`config.mk`:
```
export PLATFORM = sky130hd
export DESIGN_NAME = nmi_flag_ctrl
export DESIGN_NICKNAME = d
export VERILOG_FILES = /design/src/rtl/nmi_flag_pkg.sv /design/src/rtl/nmi_pin_sync.sv /design/src/rtl/nmi_req_latch.sv /design/src/rtl/nmi_flag_reg.sv /design/src/rtl/nmi_flag_ctrl.sv
export SDC_FILE = /design/constraint.sdc
export NUM_CORES = 1
export LEC_CHECK = 0
export BUFFER_PORTS_ARGS = -buffer_cell sky130_fd_sc_hd__buf_2
export CORE_AREA = 2 2 41 43
export CTS_BUF_LIST = sky130_fd_sc_hd__clkbuf_4
export DETAILED_ROUTE_END_ITERATION = 8
export DIE_AREA = 0 0 43 45
export GPL_TIMING_DRIVEN = 0
export PLACE_DENSITY = 0.82
export SYNTH_ARGS = -nofsm -noshare
export SYNTH_HDL_FRONTEND = slang
export SYNTH_HIERARCHICAL = 1
export SYNTH_SLANG_ARGS = --single-unit
export TNS_END_PERCENT = 30
```
`constraint.sdc`:
```
create_clock -name clk -period 1.45 [get_ports clk]
set_clock_uncertainty 0.2 [all_clocks]
set_input_delay 0 -clock clk [delete_from_list [all_inputs] [get_ports clk]]
set_output_delay 0 -clock clk [all_outputs]
set_load 0.05 [all_outputs]
```
`src/rtl/nmi_flag_pkg.sv`:
```
package nmi_flag_pkg;
    localparam int REG_W    = 32;
    localparam int LVL_BIT  = 31;
    localparam int FLAG_BIT = 15;
    localparam int SYNC_N   = 2;

    typedef struct packed {
        logic req;
    } req_state_t;

    typedef struct packed {
        logic flag;
    } flag_state_t;
endpackage

```
`src/rtl/nmi_pin_sync.sv`:
```
module nmi_pin_sync #(
    parameter int STAGES = 2
) (
    input  logic clk,
    input  logic rst_n,
    input  logic pin_i,
    output logic level_o,
    output logic rise_o
);
    typedef struct packed {
        logic [STAGES-1:0] chain;
        logic              prev;
    } sync_state_t;

    sync_state_t st_d, st_q;

    always_comb begin
        st_d          = st_q;
        st_d.chain[0] = pin_i;
        for (int i = 1; i < STAGES; i++) begin
            st_d.chain[i] = st_q.chain[i-1];
        end
        st_d.prev     = st_q.chain[STAGES-1];
    end

    always_ff @(posedge clk or negedge rst_n) begin
        if (!rst_n) st_q <= '0;
        else        st_q <= st_d;
    end

    assign level_o = st_q.chain[STAGES-1];
    assign rise_o  = st_q.chain[STAGES-1] & ~st_q.prev;

    // a detect pulse is a single cycle
    assert_rise_single_R3: assert property (@(posedge clk) disable iff (!rst_n)
        rise_o |=> !rise_o);
endmodule

```
`src/rtl/nmi_req_latch.sv`:
```
module nmi_req_latch
    import nmi_flag_pkg::*;
(
    input  logic clk,
    input  logic rst_n,
    input  logic det_i,
    input  logic ack_i,
    output logic req_o
);
    req_state_t st_d, st_q;

    always_comb begin
        st_d = st_q;
        if (ack_i) st_d.req = 1'b0;
        if (det_i) st_d.req = 1'b1;
    end

    always_ff @(posedge clk or negedge rst_n) begin
        if (!rst_n) st_q <= '0;
        else        st_q <= st_d;
    end

    assign req_o = st_q.req;

    assert_req_hold_R6: assert property (@(posedge clk) disable iff (!rst_n)
        (req_o && !ack_i) |=> req_o);
    assert_req_ack_clears_R5: assert property (@(posedge clk) disable iff (!rst_n)
        (ack_i && !det_i) |=> !req_o);
    assert_det_beats_ack_R8: assert property (@(posedge clk) disable iff (!rst_n)
        det_i |=> req_o);
endmodule

```
`src/rtl/nmi_flag_reg.sv`:
```
module nmi_flag_reg
    import nmi_flag_pkg::*;
(
    input  logic             clk,
    input  logic             rst_n,
    input  logic             det_i,
    input  logic             level_i,
    input  logic             sel_i,
    input  logic             wr_i,
    input  logic             wflag_i,
    output logic [REG_W-1:0] rdata_o
);
    flag_state_t st_d, st_q;
    logic        sw_clr;

    assign sw_clr = sel_i & wr_i & ~wflag_i;

    always_comb begin
        st_d = st_q;
        if (sw_clr) st_d.flag = 1'b0;
        if (det_i)  st_d.flag = 1'b1;
    end

    always_ff @(posedge clk or negedge rst_n) begin
        if (!rst_n) st_q <= '0;
        else        st_q <= st_d;
    end

    always_comb begin
        rdata_o = '0;
        if (sel_i) begin
            rdata_o[LVL_BIT]  = level_i;
            rdata_o[FLAG_BIT] = st_q.flag;
        end
    end

    assert_flag_set_R7: assert property (@(posedge clk) disable iff (!rst_n)
        det_i |=> st_q.flag);
    assert_flag_fall_R4: assert property (@(posedge clk) disable iff (!rst_n)
        $fell(st_q.flag) |-> $past(sw_clr));
endmodule

```
`src/rtl/nmi_flag_ctrl.sv`:
```
module nmi_flag_ctrl
    import nmi_flag_pkg::*;
(
    input  logic             clk,
    input  logic             rst_n,
    input  logic             nmi_pin,
    input  logic             cpu_ack,
    input  logic             reg_sel,
    input  logic             reg_wr,
    input  logic [REG_W-1:0] reg_wdata,
    output logic [REG_W-1:0] reg_rdata,
    output logic             nmi_req
);
    logic level, rise;
    logic unused_wbits;

    assign unused_wbits = &{1'b0, reg_wdata};

    nmi_pin_sync #(.STAGES(SYNC_N)) u_sync (
        .clk(clk), .rst_n(rst_n), .pin_i(nmi_pin),
        .level_o(level), .rise_o(rise)
    );

    nmi_req_latch u_req (
        .clk(clk), .rst_n(rst_n), .det_i(rise), .ack_i(cpu_ack),
        .req_o(nmi_req)
    );

    nmi_flag_reg u_flag (
        .clk(clk), .rst_n(rst_n), .det_i(rise), .level_i(level),
        .sel_i(reg_sel), .wr_i(reg_wr), .wflag_i(reg_wdata[FLAG_BIT]),
        .rdata_o(reg_rdata)
    );

    // reserved positions and unselected reads stay zero
    assert_rsvd_zero_R2: assert property (@(posedge clk) disable iff (!rst_n)
        (reg_rdata & ~((32'h1 << LVL_BIT) | (32'h1 << FLAG_BIT))) == '0);
    assert_unsel_zero_R10: assert property (@(posedge clk) disable iff (!rst_n)
        !reg_sel |-> (reg_rdata == '0));
endmodule

```
==> results of run 1 <==
==> placed cells by master, fill, tap and decap left out <==
cell type,count
inv_1,1
dlygate4sd3_1,7
a31oi_1,1
buf_2,9
nor2b_4,1
nor2_1,2
conb_1,30
dfrtp_1,5
clkbuf_4,4
and2_1,2
buf_4,30
a21o_1,1
==> power by group <==
group	leakage, µW	switching, µW	internal (µW)
Combinational	0.000359	220	86.0
Clock	0.0000184	53.6	122
Sequential	0.0000576	5.53	150
Total	0.000435	279	359
==> metal layers <==
layer	global-route usage	wire length [µm]	up-vias
met5	0	0	-
met1	0.0568	222	122
met3	0.0520	106	2
met2	0.145	374	25
met4	0.0545	6	0
li1	-	-	172
==> cell type report <==
class | instances | area share
plain buffers | 30 | 0.331
clock buffers | 4 | 0.0442
inverters | 1 | 0.00552
multi-input cells | 37 | 0.236
flip-flops and latches | 5 | 0.184
well taps | 16 | 0.0295
repair buffers | 16 | 0.169
==> synthesized netlist by cell type, drive strengths merged <==
cell,count
a21o,1
nor2,2
a31oi,1
and2,2
buf,30
dfrtp,5
inv,1
conb,1
nor2b,1
==> worst reg2reg max path, stage by stage, from the launching register on <==
cell and delay (ns):
dfrtp_1 0.36, nor2b_4 0.17, nor2_1 0.06, a31oi_1 0.19
==> cell families after synthesis <==
group                  share of synthesized area
buffers and inverters                      0.565
DFF                                        0.309
AOI/OAI and AO/OA                         0.0340
other                                    0.00925
and+or+nand+nor                           0.0833
==> through the flow <==
step                      utilization  total power, µW  hold WS (ns)  area, µm²
after floorplan                     -              424        -0.496        514
after global placement          0.394              442        -0.384        579
after detailed placement        0.394              445        -0.381        579
after CTS                       0.462              643         0.145        679
after global routing            0.462              677         0.153        679
final                           0.462              638         0.149        679
==> repair_timing <==
| action | 4_1_cts | 5_1_grt |
|---|---|---|
| hold endpoints to repair | 8 | 0 |
| gates resized for setup | 0 | 0 |
| hold buffers | 7 | 0 |
==> state kept, by name, indices dropped and copies added (netlist names) <==
signal	cells
u_flag/st_q	1
u_req/req_o	1
u_sync/level_o	1
u_sync/st_d	1
u_sync/st_q	1
==> worst paths after layout <==
kind | slack (ns) | cells after the start | endpoint
setup reg to reg | 0.38 | 3 | u_flag/st_q
hold reg to reg | 0.15 | 0 | u_sync/level_o
min in group asynchronous | 0.47 | 3 | u_sync/st_q[0]
max in group asynchronous | 0.39 | 3 | u_sync/level_o
setup / recovery | 0.25 | 4 | reg_rdata[15]
hold / removal | 0.15 | 0 | u_sync/level_o
==> metrics.md, run 1 <==
| Metric | Value |
|---|---|
| Final hold vios | 0 |
| Synth Area per Inst | roughly 9.2 µm² |
| Status | completed |
| FF+latch area | 125 µm² |
| Most used cell, CP | buf_2 |
| Drt drc | 0 |
| DIE AREA | 1940 µm² |
| Drt pass-1 iters | 2 |
| Setup slack after layout | 0.246 ns |
| Fill cells | 144 |
| Initial antenna violation count | 0 |
| Later-pin clock latency in the skew report | 0.24 ns |
| Worst r2r src | u_sync/level_o |
| Synthesis Warnings | 6 |
| CP max stage delay | 0.52 ns |
| Critical path class | in -> out |
| Max VDD drop | 501 µV |
| Root buffer cell | clkbuf_4 |
| Fin crit share | 0.830 |
| Drt total wl | 710 µm |
| Worst hold path class | reg -> reg |
| Final min period | 1.20 ns |
| Critical path arrival | 1.00 ns |
| Worst EP required | ~1.3 ns |
| Synth top area cells | buf_4 (56%), dfrtp_1 (31%), nor2b_4 (3.4%), and2_1 (3.1%), a21o_1 (1.9%) |
| Routed wire per std cell | 6.51 µm |
| Fmax | between 800 and 900 MHz |
| Crit path cell chain | dlygate4sd3_1 > buf_2 > and2_1 > buf_2 |
| PD cells | 939 nW/µm² |
| Seq cells post-synth | 5 |
| Chip width | approximately 43 µm |
| MaxCap Viol Count | 0 |
| Setup Fix Bufs, Post-CTS | 0 |
| Family with the most delay on the worst path | buffers and inverters |
| Yosys cell types | 9 |
| Clk buf depth | 2 |
| Final Wtd Congestion | ~0.56 |
| Netlist Area Pre-Place | 405 µm² |
| Layout cells sized above 1 | 0.473 |
| CTS tree | yes |
| Ports | 71 |
| Critical path fanouts, max | 3 |
| Multi-input gate area | around 160 µm² |
| Non-filler instance count after layout | 109 |
| Top cell type by total area after synthesis | buf_4 |
| Vias | 321 |
| Seq/Total Area, Yosys | 0.309 |
| Crit-path slowest cell | dlygate4sd3_1 |
| Startpoint types | primary input |
| Buf/Inv on CP | 3 |
| Antenna viol nets, final | 0 |
| DRT iter0 DRCs | 3 |
| P_leak | ~0.00043 µW |
| Drt via density | ~2.9 |
| GR Overflow Total | 0 |
| Layout area overhead | 67.6% |
| CP Capture Type | output port |
| Core area | 1470 µm² |
| # H-tree levels | 1 |
| PortBufs | 9 |
| Sum Neg Setup Slack | 0 ns |
| Crit path from | reg_sel |
| Reg clk slew, reported paths | 0.04 ns |
| Dpl hpwl | 556 µm |
| NumNets Final | roughly 130 |
| Area share of the largest cell type after synthesis | 0.556 |
| HP Start | u_sync/st_d[2] |
| Setup slack at placement | 0.374 ns |
| # setup viols final | 0 |
| Placed cell count | between 90 and 100 |
| Max Slew Vio Count | 0 |
| RSZ-0062 raised after global routing | false |
| Vias in the first global route | 249 |
| Total GRT Usage | 0.0785 |
| Cell count after synthesis | 44 |
| Initial core utilization | 0.276 |
| Global-route wire length before repair | 1030 µm |
| Clock sink total | 5 |
| Largest net degree at the start of global routing | 6 |
| Die H | 45 µm |
| CTS Buf Count | 3 |
| ANT cells | 0 |
| Cell Rows | 14 |
(Power assumes the default switching activity.)
==> run 2, diff against run 1 <==
Settings changed: CORE_AREA 2 2 41 43 to 2 2 40 46, DIE_AREA 0 0 43 45 to 0 0 42 48, PLACE_DENSITY 0.82 to 0.78.
Clock period 1.45 ns to 1.15 ns, I/O delays scaled along.
==> run 2 against run 1 <==
Against the previous run:
- count of clock-buffer cells in the layout unchanged
- critical path depth decreased by 2
- non-clock buffer count increased by 1
- sequential cell count unchanged
- sequential power increased by 26%
- total power increased by 31%
- worst hold slack improved by 0.0021 ns
- die area increased by 4.2%
- critical path type is now reg -> out
==> metrics.md, run 2 (synthesis gave the netlist of run 1 again) <==
| Metric | Value |
|---|---|
| Status | completed |
| # setup viols final | 0 |
| DIE AREA | 2020 µm² |
| Routed wire per std cell | 7.78 µm |
| Flop pwr share | 0.237 |
| Fin crit share | 0.978 |
| Later-pin clock latency in the skew report | 0.24 ns |
| Final hold vios | 0 |
| Ports | just over 70 |
| # H-tree levels | 1 |
| Crit path cell chain | and2_4 > buf_6 |
| GR Overflow Total | 0 |
| CP max stage delay | between 0.3 and 0.4 ns |
| Layout cells sized above 1 | 0.500 |
| Critical path class | reg -> out |
| Vias | ~350 |
| Root buffer cell | clkbuf_4 |
| Layout area overhead | 75.0% |
| Internal power | 471 µW |
| Finished Core Util | 0.467 |
| Drt drc | 0 |
| Non-filler instance count after layout | between 100 and 150 |
| Drt via density | approximately 3.1 |
| Startpoint types | flop |
| Initial antenna violation count | 0 |
| Placed cell count | 99 |
| Critical path fanouts, max | 3 |
| Final Wtd Congestion | about 0.7 |
| CP Capture Type | output port |
| Clk buf depth | 2 |
| Setup slack at placement | between 0.1 and 0.15 ns |
| NumNets Final | 133 |
| Setup slack after layout | approximately 0.026 ns |
| Initial core utilization | 0.267 |
| Combinational power share | 0.491 |
| Fmax | between 800 and 900 MHz |
| Total GRT Usage | 0.0932 |
| Vias in the first global route | 325 |
| Global-route wire length before repair | around 1300 µm |
| ANT cells | 0 |
| Fill cells | ~150 |
| Largest net degree at the start of global routing | 6 |
| Clock sink total | 5 |
| Core area | about 1500 µm² |
| DRT iter0 DRCs | 6 |
| Clock power share | 0.272 |
| Cell Rows | 15 |
| Drt pass-1 iters | 4 |
| Die H | 48 µm |
| Critical path arrival | roughly 0.9 ns |
| MaxCap Viol Count | 0 |
| PortBufs | 9 |
| CTS tree | yes |
| Crit-path slowest cell | dfrtp_1 |
| Worst hold path class | reg -> reg |
| RSZ-0062 raised after global routing | true |
| Final min period | 1.12 ns |
| Leading cell type in the layout, fill and taps excluded | buf_4 |
| PD cells | 1180 nW/µm² |
| Max Slew Vio Count | 0 |
| Switch Pwr | between 300 and 400 µW |
| Antenna viol nets, final | 0 |
| Sw frac | 0.435 |
| Drt total wl | 864 µm |
| Reg clk slew, reported paths | 0.04 ns |
| P_leak | 0.000448 µW |
| Chip width | 42 µm |
| CTS Buf Count | 3 |
| Worst EP required | 0.95 ns |
| Most frequent cells in the layout | buf_4 (31), conb_1 (30), dlygate4sd3_1 (7), buf_2 (7), dfrtp_1 (5) |
| Max VDD drop | 534 µV |
run 2: cell count changes in the layout (fill, tap and decap cells not counted):
cell | before | now
and2_4 | 0 | 2
buf_6 | 0 | 1
buf_4 | 30 | 31
and2_1 | 2 | 0
buf_2 | 9 | 7
buf_8 | 0 | 1
run 2: per-layer routing:
layer  part of all wire  up-vias  global-route usage  wire length, µm
li1                   -      174                   -                -
met5                  0        -                   0                0
met3               0.16        2              0.0642              141
met4              0.022        0              0.0387               19
met2               0.55       33               0.194              472
met1               0.27      138              0.0655              230
run 2: worst paths after layout:
check / to / slack [ns] / cells past startpoint / startpoint
max in group asynchronous: u_sync/level_o / 0.10 / 3 / rst_n
max: reg_rdata[31] / 0.03 / 2 / u_sync/level_o
min reg2reg: u_sync/level_o / 0.15 / 0 / u_sync/st_d[2]
max reg2reg: u_flag/st_q / 0.09 / 3 / u_sync/level_o
min: u_sync/level_o / 0.15 / 0 / u_sync/st_d[2]
min in group asynchronous: u_flag/st_q / 0.46 / 3 / rst_n
run 2: cell type report:
type / count / area, µm² / area share
multi-input combinational: 37 / 165 / 0.233
sequential: 5 / 125 / 0.176
tap: 17 / 21.3 / 0.0300
timing repair buffer: 17 / 139 / 0.196
buffer: 30 / 225 / 0.317
inverter: 1 / 3.75 / 0.00529
clock buffer: 4 / 30.0 / 0.0423
run 2: critical path: cells and delay by family, from the launching register on:
kind / cells / cell delay [ns]
buffers and inverters: 1 / 0.14
DFF: 1 / 0.39
and+or+nand+nor: 1 / 0.15
run 2: what timing repair did:
| action | 4_1_cts | 5_1_grt |
|---|---|---|
| setup buffers | 0 | 1 |
| setup endpoints to repair | 2 | 2 |
| pin swaps | 1 | 1 |
| gates resized for setup | 4 | 3 |
| cloned | 0 | 0 |
| endpoints found under the hold margin | 8 | 0 |
| hold buffers | 7 | 0 |
run 2: power by group through the flow:
stage	registers [µW]	clock network [µW]	logic, µW
3_3_place_gp	198	0	360
6_report	197	227	410
4_1_cts	197	234	387
2_1_floorplan	209	0	326
5_1_grt	199	251	428
3_5_place_dp	200	0	361
run 2: metrics by stage:
step | total power [µW] | setup TNS (ns) | hold WS (ns) | instance area [µm²]
CTS | 818 | 0 | 0.148 | 693
floorplan | 535 | 0 | -0.496 | 514
detailed placement | 561 | 0 | -0.381 | 581
global route | 877 | -0.00535 | 0.172 | 709
finish | 834 | 0 | 0.151 | 709
global placement | 558 | 0 | -0.384 | 581
